File: src/rtl/irqv_pkg.sv
package irqv_pkg;
  localparam int ADDR_W = 3;
  localparam int DATA_W = 16;

  localparam logic [ADDR_W-1:0] A_MASK = 3'd0;
  localparam logic [ADDR_W-1:0] A_STAT = 3'd1;
  localparam logic [ADDR_W-1:0] A_VEC  = 3'd2;
  localparam logic [ADDR_W-1:0] A_DMA  = 3'd3;
  localparam logic [ADDR_W-1:0] A_TEST = 3'd4;

  localparam int RX_RDY_BIT = 3;
  localparam int TX_RDY_BIT = 4;
  localparam int DMA_RX_POS = 15;
  localparam int DMA_TX_POS = 7;
  localparam int FORCE_POS  = 11;
endpackage

File: src/rtl/irqv_rst_sync.sv
module irqv_rst_sync (
  input  logic clk,
  input  logic rst_n,
  output logic rst_sync_n
);
  logic [1:0] sync_q;

  always_ff @(posedge clk or negedge rst_n) begin
    if (!rst_n) sync_q <= 2'b00;
    else        sync_q <= {sync_q[0], 1'b1};
  end

  assign rst_sync_n = sync_q[1];
endmodule

File: src/rtl/irqv_flags.sv
module irqv_flags #(
  parameter int NSRC = 6
) (
  input  logic            clk,
  input  logic            rst_n,
  input  logic [NSRC-1:0] set_vec,
  input  logic [NSRC-1:0] clr_vec,
  output logic [NSRC-1:0] flags_q
);
  logic [NSRC-1:0] flags_d;
  logic            flags_en;

  always_comb begin
    flags_en = |(set_vec | clr_vec);
    // set dominates clear on a collision
    flags_d  = (flags_q & ~clr_vec) | set_vec;
  end

  always_ff @(posedge clk or negedge rst_n) begin
    if (!rst_n)        flags_q <= '0;
    else if (flags_en) flags_q <= flags_d;
  end
endmodule

File: src/rtl/irqv_cfg.sv
module irqv_cfg
  import irqv_pkg::*;
#(
  parameter int NSRC   = 6,
  parameter int MASK_W = 6
) (
  input  logic              clk,
  input  logic              rst_n,
  input  logic              mask_we,
  input  logic              dma_we,
  input  logic [DATA_W-1:0] wdata,
  output logic [NSRC-1:0]   mask_o,
  output logic              dma_rx_en,
  output logic              dma_tx_en
);
  logic [MASK_W-1:0] mask_q, mask_d;
  logic              mask_en;
  logic              rx_en_d, tx_en_d;
  logic [MASK_W-1:0] dma_kill;

  always_comb begin
    dma_kill = '0;
    dma_kill[RX_RDY_BIT] = wdata[DMA_RX_POS];
    dma_kill[TX_RDY_BIT] = wdata[DMA_TX_POS];
    mask_en  = mask_we | dma_we;
    if (mask_we) mask_d = wdata[MASK_W-1:0];
    else         mask_d = mask_q & ~dma_kill;
    rx_en_d  = wdata[DMA_RX_POS];
    tx_en_d  = wdata[DMA_TX_POS];
  end

  always_ff @(posedge clk or negedge rst_n) begin
    if (!rst_n)       mask_q <= '0;
    else if (mask_en) mask_q <= mask_d;
  end

  always_ff @(posedge clk or negedge rst_n) begin
    if (!rst_n) begin
      dma_rx_en <= 1'b0;
      dma_tx_en <= 1'b0;
    end else if (dma_we) begin
      dma_rx_en <= rx_en_d;
      dma_tx_en <= tx_en_d;
    end
  end

  generate
    if (MASK_W < NSRC) begin : g_pad
      assign mask_o = {{(NSRC-MASK_W){1'b0}}, mask_q};
    end else begin : g_full
      assign mask_o = mask_q;
    end
  endgenerate
endmodule

File: src/rtl/irqv_prio.sv
module irqv_prio #(
  parameter int NSRC  = 6,
  parameter int IDX_W = 3
) (
  input  logic [NSRC-1:0]  req,
  output logic [IDX_W-1:0] idx,
  output logic [NSRC-1:0]  low_oh
);
  always_comb begin
    idx    = '0;
    low_oh = '0;
    for (int i = NSRC - 1; i >= 0; i--) begin
      if (req[i]) begin
        idx    = IDX_W'(i + 1);
        low_oh = NSRC'(1) << i;
      end
    end
  end
endmodule

File: src/rtl/irq_vector_unit.sv
module irq_vector_unit
  import irqv_pkg::*;
#(
  parameter int NSRC   = 6,
  parameter bit LEGACY = 1'b1
) (
  input  logic              clk,
  input  logic              rst_n,
  input  logic [NSRC-1:0]   set_i,
  input  logic [NSRC-1:0]   hw_clr_i,
  input  logic              reg_wr_i,
  input  logic              reg_rd_i,
  input  logic [ADDR_W-1:0] reg_addr_i,
  input  logic [DATA_W-1:0] reg_wdata_i,
  output logic [DATA_W-1:0] reg_rdata_o,
  output logic              irq_o,
  output logic              drq_rx_o,
  output logic              drq_tx_o
);
  localparam int MASK_W = LEGACY ? NSRC - 1 : NSRC;
  localparam int IDX_W  = $clog2(NSRC + 1);
  localparam logic [NSRC-1:0] SW_CLR_OK =
    ~((NSRC'(1) << RX_RDY_BIT) | (NSRC'(1) << TX_RDY_BIT));

  logic            rst_sync_n;
  logic [NSRC-1:0] stat_q, mask_q, pend, low_oh;
  logic [NSRC-1:0] set_all, clr_all, ack_clr, w1c_clr, force_set;
  logic [IDX_W-1:0] vec_idx;
  logic [DATA_W-1:0] vec_rdata;
  logic            dma_rx_en, dma_tx_en;
  logic            mask_we, dma_we;

  irqv_rst_sync u_rst (.clk(clk), .rst_n(rst_n), .rst_sync_n(rst_sync_n));

  assign mask_we = reg_wr_i && (reg_addr_i == A_MASK);
  assign dma_we  = reg_wr_i && (reg_addr_i == A_DMA);

  irqv_cfg #(.NSRC(NSRC), .MASK_W(MASK_W)) u_cfg (
    .clk(clk), .rst_n(rst_sync_n), .mask_we(mask_we), .dma_we(dma_we),
    .wdata(reg_wdata_i), .mask_o(mask_q),
    .dma_rx_en(dma_rx_en), .dma_tx_en(dma_tx_en)
  );

  assign pend = stat_q & mask_q;

  irqv_prio #(.NSRC(NSRC), .IDX_W(IDX_W)) u_prio (
    .req(pend), .idx(vec_idx), .low_oh(low_oh)
  );

  generate
    if (LEGACY) begin : g_legacy
      assign vec_rdata = DATA_W'(vec_idx);
      assign ack_clr   = (reg_rd_i && reg_addr_i == A_VEC) ? low_oh : '0;
      assign w1c_clr   = '0;
      assign force_set = '0;
    end else begin : g_newer
      logic unused_idx;
      assign unused_idx = ^{vec_idx, low_oh, reg_rd_i};
      assign vec_rdata = '0;
      assign ack_clr   = '0;
      assign w1c_clr   = (reg_wr_i && reg_addr_i == A_STAT)
                         ? (reg_wdata_i[NSRC-1:0] & SW_CLR_OK) : '0;
      assign force_set = (reg_wr_i && reg_addr_i == A_TEST &&
                          reg_wdata_i[FORCE_POS]) ? '1 : '0;
    end
  endgenerate

  assign set_all = set_i | force_set;
  assign clr_all = hw_clr_i | ack_clr | w1c_clr;

  irqv_flags #(.NSRC(NSRC)) u_flags (
    .clk(clk), .rst_n(rst_sync_n), .set_vec(set_all), .clr_vec(clr_all),
    .flags_q(stat_q)
  );

  always_comb begin
    reg_rdata_o = '0;
    case (reg_addr_i)
      A_MASK: reg_rdata_o = DATA_W'(mask_q);
      A_STAT: reg_rdata_o = DATA_W'(stat_q);
      A_VEC:  reg_rdata_o = vec_rdata;
      A_DMA: begin
        reg_rdata_o[DMA_RX_POS] = dma_rx_en;
        reg_rdata_o[DMA_TX_POS] = dma_tx_en;
      end
      default: reg_rdata_o = '0;
    endcase
  end

  assign irq_o    = |pend;
  assign drq_rx_o = dma_rx_en & stat_q[RX_RDY_BIT];
  assign drq_tx_o = dma_tx_en & stat_q[TX_RDY_BIT];
endmodule

File: config.mk
export PLATFORM = sky130hd
export DESIGN_NAME = irq_vector_unit
export DESIGN_NICKNAME = d
export VERILOG_FILES = /design/src/rtl/irqv_pkg.sv /design/src/rtl/irqv_rst_sync.sv /design/src/rtl/irqv_flags.sv /design/src/rtl/irqv_cfg.sv /design/src/rtl/irqv_prio.sv /design/src/rtl/irq_vector_unit.sv
export SDC_FILE = /design/constraint.sdc
export NUM_CORES = 1
export LEC_CHECK = 0
export BUFFER_PORTS_ARGS = -buffer_cell sky130_fd_sc_hd__buf_2
export CORE_MARGIN = 2
export CORE_UTILIZATION = 44
export CTS_CLUSTER_SIZE = 10
export DETAILED_ROUTE_END_ITERATION = 8
export PLACE_DENSITY_LB_ADDON = 0.2
export SETUP_SLACK_MARGIN = 0.02
export SLEW_MARGIN = 10
export SYNTH_ARGS = -nofsm -noshare
export SYNTH_HDL_FRONTEND = slang
export SYNTH_HIERARCHICAL = 1
export SYNTH_SLANG_ARGS = --single-unit
File: constraint.sdc
create_clock -name clk -period 1.94 [get_ports clk]
set_input_delay 0.388 -clock clk [delete_from_list [all_inputs] [get_ports clk]]
set_output_delay 0.388 -clock clk [all_outputs]
set_load 0.01 [all_outputs]
==> impl_results.md, run 1 <==
- Max VDD drop: 582 uV
- Post-Synthesis Cells: 111
- Final Non-Filler Cells: 194
- Clock Latency Late Sink: 280 ps
- CP Launch Type: flip-flop
- Row count: 17
- Slew Viols, Final: 0
- F_max: 0.486 GHz
- Status: complete, but fails checks
- Syn. warnings: 6
- Relative slew slack: 63.0%
- Initial DRT Pass Iterations: 4
- All-Layer GR Usage: 19.8%
- Buffers on Ports: 36
- Dpl hpwl: 1.69 mm
- Syn_area_per_cell: 9.12 um^2
- Crit end category: primary output
- Register bit total from synthesis: 15
- WP data required: 1550 ps
- Boundary pin count: 54
- Clk pin slew, worst setup/hold paths: 90 ps
- Final net count: 202
- Die X: 52.0 um
- Async S/R FF share, synth: 100%
- # DRC: 0
- Failing checks: setup timing
- Die area: 2700 um^2
- Fin crit period: 2060 ps
- DR iter-0 viols: 3
- Placed insts: 173
- Global route total overflow: 0
- H-tree depth: 1
- Gpl congestion: 0.839
- Share of the yosys chip area belonging to registers: 37.1%
- Setup ws final: -120 ps
- Total power after layout: 988 uW
- First-pass GRT wire length: 3.95 mm
- Placed inst area: 1190 um^2
- Period utilisation layout: 106%
- Final WL: 2.53 mm
- Via-to-Cell Ratio: 4.91
- N_diodes: 0
- Crit path max fanout: 5
- Vias in the first global route: 928
- Pin count of the biggest net entering global routing: 16
- EDFF count, synth: 0
- Slew @ Worst Pin: 555 ps
- Synth-to-Final Area Change: 40.3%
- Final instance area: 1420 um^2
- Sink Count: 15
- RSZ-0062 raised after global routing: yes
- Crit Path Class: flip-flop to primary output
- Starting density of the core: 46.2%
- WP data arrival: 1670 ps
- Synth cell types: 27
- Post-place setup slack: 142 ps
- Total power divided by cell area: 696 nW/um^2
- Leak: 0.757 nW
- Max_cap viols: 0
- Top_reg_cell synth: dfrtp_1
- Clock Skew: 4.88 ps
- DR vias: 952
- Clk buf depth: 2
- Remaining antenna violation count: 0
- Proportion of layout cells with a drive suffix above 1: 47.0%
- Clock Tree Root: clkbuf_4
- Core Footprint: 2190 um^2
- Synth Cell Area: 1010 um^2
- Hold Crit Class: flip-flop to asynchronous set/reset pin
- # setup viols final: 4
- Die height: 52.0 um
- Finished Core Util: 64.8%
- CTS tree: built
- Num CTS Buffers: 3
- Final hold vios: 0
- Initial antenna violation count: 0
- Post-DR wirelength/cell: 13.0 um
-- cells by family (layout without fill, tap and decap cells) --
logic type	Yosys count	count (layout)	synth area share, %
AOI/OAI and AO/OA	25	25	18.3
other	3	10	1.11
DFF	15	15	37.1
buffers and inverters	21	69	11.9
muxes	6	6	6.30
and+or+nand+nor	41	41	25.3
-- stage by stage --
| stage | hold WS (ps) | setup TNS, ps |
|---|---|---|
| 2_1_floorplan | 92.4 | 0 |
| 3_3_place_gp | 173 | 0 |
| 3_5_place_dp | 174 | 0 |
| 4_1_cts | 245 | -267 |
| 5_1_grt | 277 | -589 |
| 6_report | 226 | -266 |
-- path summary, 6_finish.rpt --
check	start	end	slack (ps)	cells after the start
max in group asynchronous	u_rst/sync_q[1]$_DFF_PN0_	u_flags/flags_q[1]$_DFFE_PN0P_	1350	0
worst min-delay path	u_rst/sync_q[1]$_DFF_PN0_	u_flags/flags_q[4]$_DFFE_PN0P_	230	0
worst min register to register	u_rst/sync_q[1]$_DFF_PN0_	u_flags/flags_q[4]$_DFFE_PN0P_	230	0
min in group clk	set_i[5]	u_flags/flags_q[5]$_DFFE_PN0P_	280	2
worst max register to register	u_cfg/mask_q[1]$_DFFE_PN0P_	u_flags/flags_q[4]$_DFFE_PN0P_	300	9
worst max-delay path	u_cfg/mask_q[3]$_DFFE_PN0P_	irq_o	-120	4
-- state kept, by name (all words and copies together) (netlist names) --
signal	flops
u_cfg/dma_rx_en	1
u_flags/flags_q	6
u_cfg/mask_q	5
u_rst/sync_q	2
u_cfg/dma_tx_en	1
-- routing by layer --
layer	track usage, %	vias up	part of all wire (%)	wire length, um
met5	0	-	0	0
met4	7.02	0	0.63	16
met3	3.74	2	4.4	111
met2	37.1	25	51	1290
met1	21.9	457	44	1110
li1	-	468	-	-
-- area by class of cell --
type	count	area, um^2
clock buffer	4	26.3
inverter	8	30.0
tap	28	35.0
fill	197	771
sequential	15	375
timing repair buffer	57	348
multi-input combinational	82	606
-- cell usage in the layout, fill, tap and decap left out, types with 2 or more instances in the layout --
cell      instances
a211oi_2          4
inv_1             8
or2_1             2
buf_4            18
mux2i_1           3
a22o_1            2
dfrtp_1          15
mux2_2            3
a211oi_1          2
buf_6             2
nor2_4            2
conb_1           10
nor3_1            4
nand2b_1          5
nand2_1           3
a21oi_2           2
buf_2            36
nor3b_1           3
nor2b_1           7
o21ai_0           2
and2_4            5
and2_1            4
clkbuf_4          3
a21o_1           12
-- Yosys cell counts (all sizes together) (3+ instances only) --
library cell  instances  share of area [%]
mux2i                 3                3.0
a21o                 12                8.9
mux2                  3                3.3
buf                  13                8.9
nor2b                 8                4.9
dfrtp                15                 37
nor3                  5                3.0
nand2b                5                3.1
nor3b                 3                2.2
conb                  3                1.1
and2                  9                5.8
nand2                 3                1.1
nor2                  3                1.1
a211oi                6                4.4
inv                   8                3.0
-- what timing repair did --
item,in CTS,in global routing
hold buffers,1,0
endpoints found under the hold margin,2,0
pin swaps,10,9
setup buffers,11,5
resized for setup,10,9
endpoints found under the setup margin,4,4
-- critical path, stage by stage (launching register included) --
cell,delay [ps]
dfrtp_1,390
and2_4,170
or2_1,220
or4_1,470
buf_2,150
-- where the power goes --
| part | leakage [nW] | switching (mW) | internal, mW |
|---|---|---|---|
| logic | 0.568 | 0.183 | 0.243 |
| registers | 0.174 | 0.0311 | 0.353 |
| clock network | 0.0150 | 0.0988 | 0.0797 |
| total | 0.757 | 0.313 | 0.675 |
Note: power is estimated with default switching activity, not from simulation.
==> inputs of run 2 (changes only) <==
==> constraint.sdc (replaced) <==
create_clock -name clk -period 1.94 [get_ports clk]
set_input_delay 0 -clock clk [delete_from_list [all_inputs] [get_ports clk]]
set_output_delay 0 -clock clk [all_outputs]
set_load 0.01 [all_outputs]
==> impl_results.md, run 2 (synthesis gave the netlist of run 1 again) <==
- Leak: 0.703 nW
- All-Layer GR Usage: 17.6%
- WP data arrival: 1800 ps
- Core Footprint: 2190 um^2
- Total power divided by cell area: 633 nW/um^2
- RSZ-0062 raised after global routing: no
- Status: finished, final reports clean
- Synth-to-Final Area Change: 33.0%
- Fillcell total: 211
- Remaining antenna violation count: 0
- Crit path max fanout: 5
- Row count: 17
- Most frequent cells in the layout: 36 x buf_2, 15 x dfrtp_1, 14 x dlygate4sd3_1
- Clock Skew: 6.77 ps
- Buffers on Ports: 36
- Sink Count: 15
- Period utilisation layout: 92.6%
- Largest regs: u_flags/flags_q: 6 flops, u_cfg/mask_q: 5 flops, u_rst/sync_q: 2 flops
- Crit end category: primary output
- Fin crit period: 1800 ps
- Final hold vios: 0
- Max VDD drop: 547 uV
- Final WL: 2.21 mm
- Post-DR wirelength/cell: 11.7 um
- Setup Buffers After CTS: 0
- Die X: 52.0 um
- Global route total overflow: 0
- Placed inst area: 1170 um^2
- Initial antenna violation count: 0
- Starting density of the core: 46.2%
- CP Launch Type: flip-flop
- Crit-path most repeated cell: a211oi_1
- DR iter-0 viols: 10
- Post-place setup slack: 385 ps
- Clk buf depth: 2
- Initial DRT Pass Iterations: 4
- Crit-path cells: and2_1 -> nor3_4 -> o31a_1 -> a211oi_1 -> a211oi_1 -> buf_2
- Hold Slack: 10.9 ps
- Proportion of layout cells with a drive suffix above 1: 30.6%
- WP data required: 1940 ps
- Setup TNS: 0 ps
- First-pass GRT wire length: 3.54 mm
- Setup ws final: 144 ps
- Vias in the first global route: 862
- Pin count of the biggest net entering global routing: 16
- Critical path's largest stage delay: 410 ps
- N_diodes: 0
- Max_cap viols: 0
- Boundary pin count: 54
- Num CTS Buffers: 3
- Hold Crit Class: primary input to asynchronous set/reset pin
- Relative slew slack: 63.6%
- # DRC: 0
- Final net count: 196
- H-tree depth: 1
- Gpl congestion: 0.827
- Die area: 2700 um^2
- Crit-path slowest cell: dfrtp_1
- Slew Viols, Final: 0
- CTS tree: built
- Clk pin slew, worst setup/hold paths: 100 ps
- DR vias: 896
- Via-to-Cell Ratio: 4.77
- Clock Latency Late Sink: 280 ps
- # setup viols final: 0
- Slew @ Worst Pin: 546 ps
- Crit Path Class: flip-flop to primary output
- Die height: 52.0 um
- Clock Tree Root: clkbuf_4
- Final instance area: 1350 um^2
- Commonest non-fill, non-tap cell in the layout: buf_2
- Most flops, register: u_flags/flags_q
- Flip-flop count of the largest register after layout: 6
- Dpl hpwl: 1.60 mm
- F_max: 0.557 GHz
run 2: cell count changes in the layout (fill, tap and decap cells not counted), sizes merged:
cell | previous run | this run
buf | 56 | 37
clkbuf | 4 | 3
clkinv | 0 | 1
dlygate4sd3 | 1 | 14
run 2: final timing paths:
path / depth (start not counted) / slack (ps) / end / from
worst max-delay path: 6 / 140 / reg_rdata_o[2] / u_cfg/mask_q[1]$_DFFE_PN0P_
worst min-delay path: 2 / 10 / u_rst/sync_q[0]$_DFF_PN0_ / rst_n
worst max register to register: 6 / 490 / u_flags/flags_q[4]$_DFFE_PN0P_ / u_cfg/mask_q[1]$_DFFE_PN0P_
worst min register to register: 0 / 230 / u_flags/flags_q[2]$_DFFE_PN0P_ / u_rst/sync_q[1]$_DFF_PN0_
max in group asynchronous: 0 / 1350 / u_flags/flags_q[3]$_DFFE_PN0P_ / u_rst/sync_q[1]$_DFF_PN0_
min in group clk: 4 / 80 / u_flags/flags_q[5]$_DFFE_PN0P_ / hw_clr_i[5]
run 2: timing repair:
item                                    4_1_cts  5_1_grt
resized for setup                             0        2
hold buffers                                 14        0
endpoints found under the hold margin        15        0
endpoints found under the setup margin        0        1
run 2: per-stage QoR:
step	util [%]	power (mW)	cells
finish	61.5	0.853	188
detailed placement	53.5	0.648	170
floorplan	-	0.585	118
global route	61.5	0.910	188
global placement	53.5	0.640	170
CTS	61.1	0.848	188
run 2: cell type report:
| class | count | area (um^2) | area share [%] |
|---|---|---|---|
| Tap cell | 28 | 35.0 | 2.60 |
| Clock buffer | 3 | 22.5 | 1.67 |
| Inverter | 8 | 30.0 | 2.23 |
| Clock inverter | 1 | 5.00 | 0.372 |
| Multi-Input combinational cell | 82 | 551 | 40.9 |
| Sequential cell | 15 | 375 | 27.9 |
| Timing Repair Buffer | 51 | 328 | 24.3 |
run 2: critical path: cells and delay by family (launching register included):
family / cells / cell delay, ps
AOI/OAI and AO/OA: 3 / 470
and+or+nand+nor: 2 / 460
DFF: 1 / 410
buffers and inverters: 1 / 170
run 2: report_power, final:
group | internal, mW | switching, mW | leakage (nW) | total, mW
Sequential | 0.353 | 0.0334 | 0.174 | 0.386
Combinational | 0.154 | 0.131 | 0.511 | 0.285
Clock | 0.0763 | 0.105 | 0.0177 | 0.181
run 2: per-layer routing:
| metal | routed length, um | GRT usage, % |
|---|---|---|
| met1 | 975 | 20.8 |
| met2 | 1120 | 32.3 |
| met3 | 92 | 2.01 |
| met4 | 17 | 6.58 |
| met5 | 0 | 0 |
==> inputs of run 3 (changes only) <==
- HOLD_SLACK_MARGIN: unset -> 0.08
- clock period: 1.94 -> 1.9 ns (I/O delays scaled with it)
==> impl_results.md, run 3 (synthesis gave the netlist of run 1 again) <==
- Status: finished, final reports clean
- Starting density of the core: 46.2%
- Boundary pin count: 54
- Worst r2r src: u_flags/flags_q[2]$_DFFE_PN0P_
- Largest regs: u_flags/flags_q: 6 flops, u_cfg/mask_q: 5 flops, u_rst/sync_q: 2 flops
- Most frequent cells in the layout: 36 x buf_2, 18 x dlygate4sd3_1, 15 x dfrtp_1
- Dpl hpwl: 1.64 mm
- Max_cap viols: 0
- CP Launch Type: flip-flop
- Clock Skew: 0.420 ps
- N_diodes: 0
- Initial antenna violation count: 0
- # DRC: 0
- Placed inst area: 1170 um^2
- F_max: 0.560 GHz
- All-Layer GR Usage: 17.9%
- Flip-flop count of the largest register after layout: 6
- Fillcell total: 199
- Total power divided by cell area: 639 nW/um^2
- Crit path from: u_flags/flags_q[2]$_DFFE_PN0P_
- Initial DRT Pass Iterations: 4
- # setup viols final: 0
- Clk pin slew, worst setup/hold paths: 90 ps
- Final WL: 2.21 mm
- Die X: 52.0 um
- Final hold vios: 0
- Hold Crit Class: primary input to flip-flop
- Most flops, register: u_flags/flags_q
- Pin count of the biggest net entering global routing: 16
- Die area: 2700 um^2
- H-tree depth: 1
- Die height: 52.0 um
- Max VDD drop: 476 uV
- Via-to-Cell Ratio: 4.79
- Crit-path most repeated cell: a211oi_1
- DR vias: 924
- Remaining antenna violation count: 0
- Global route total overflow: 0
- Commonest non-fill, non-tap cell in the layout: buf_2
- Final instance area: 1400 um^2
- Proportion of layout cells with a drive suffix above 1: 30.3%
- Clk buf depth: 2
- Synth-to-Final Area Change: 37.8%
- Placed insts: 170
- Multi-input gate area: 552 um^2
- Slew Viols, Final: 0
- Post-DR wirelength/cell: 11.4 um
- Sink Count: 15
- Period utilisation layout: 93.9%
- Setup ws final: 115 ps
- Clock Tree Root: clkbuf_4
- Final Non-Filler Cells: 193
- Setup TNS: 0 ps
- Crit Reg-Reg Endpoint: u_flags/flags_q[3]$_DFFE_PN0P_
- DR iter-0 viols: 8
- Crit Path Class: flip-flop to primary output
- Vias in the first global route: 879
- Slew @ Worst Pin: 558 ps
- FF-to-FF path depth: 7
- Clock Latency Late Sink: 280 ps
- Crit-path slowest cell: dfrtp_1
- Final net count: 201
- FF-to-FF setup slack: 400 ps
- Register area: 375 um^2
- Core Footprint: 2190 um^2
- Fin crit period: 1780 ps
- Critical Path End: reg_rdata_o[2]
- Post-place setup slack: 345 ps
- CTS tree: built
- WP data required: 1900 ps
- Crit path max fanout: 5
- Buffers on Ports: 36
- Row count: 17
- Relative slew slack: 62.8%
- WP data arrival: 1780 ps
- Gpl congestion: 0.827
- First-pass GRT wire length: 3.66 mm
- Crit end category: primary output
- Num CTS Buffers: 3
- Leak: 0.726 nW
- RSZ-0062 raised after global routing: no
- Critical path's largest stage delay: 410 ps
- Crit-path cells: and2_1 -> nor3_4 -> o31a_1 -> a211oi_1 -> a211oi_1 -> buf_2
==> run 3: stage by stage <==
stage	hold WS, ps	power [mW]	utilization, %
after floorplan	-296	0.597	-
after global placement	-215	0.653	53.5
after detailed placement	-208	0.661	53.5
after CTS	81.8	0.883	62.9
after global routing	91.4	0.960	63.7
final	89.6	0.891	63.7
==> run 3: cell type report <==
cell class	instances	share of cell area, %
clock buffer	3	1.61
clock inverter	1	0.359
inverter	8	2.15
multi-input combinational	82	39.6
sequential	15	26.9
tap	28	2.51
timing repair buffer	56	26.9
==> run 3: worst min-delay path by stage <==
stage | from | endpoint | cells after the start
after detailed placement | rst_n | u_rst/sync_q[0]$_DFF_PN0_ | 1
after CTS | hw_clr_i[0] | u_flags/flags_q[0]$_DFFE_PN0P_ | 4
after global routing | hw_clr_i[0] | u_flags/flags_q[0]$_DFFE_PN0P_ | 4
after global placement | rst_n | u_rst/sync_q[1]$_DFF_PN0_ | 1
final | hw_clr_i[0] | u_flags/flags_q[0]$_DFFE_PN0P_ | 4
after floorplan | rst_n | u_rst/sync_q[0]$_DFF_PN0_ | 0
==> run 3: report_power, final <==
part | switching, mW | total (mW) | internal, mW | leakage [nW]
Combinational | 0.138 | 0.313 | 0.175 | 0.534
Sequential | 0.0352 | 0.395 | 0.360 | 0.174
Clock | 0.105 | 0.183 | 0.0780 | 0.0177
Total | 0.278 | 0.891 | 0.613 | 0.726
==> run 3: routing by layer <==
metal,up-vias,routed length (um),GRT usage [%]
li1,461,-,-
met1,438,949,22.0
met2,23,1150,32.1
met3,2,92,2.30
met4,0,12,5.70
met5,-,0,0
==> run 3: timing repair <==
| item | 4_1_cts | 5_1_grt |
|---|---|---|
| gates resized for setup | 0 | 3 |
| hold endpoints to repair | 15 | 0 |
| pin swaps | 1 | 1 |
| endpoints found under the setup margin | 1 | 1 |
| buffers inserted | 0 | 1 |
| hold buffers | 18 | 0 |
==> run 3: worst max-delay path, delay by kind of cell (launching register included) <==
kind            cells  cell delay, ps
flops               1             410
buf+inv             1             180
simple gates        2             450
compound gates      3             480
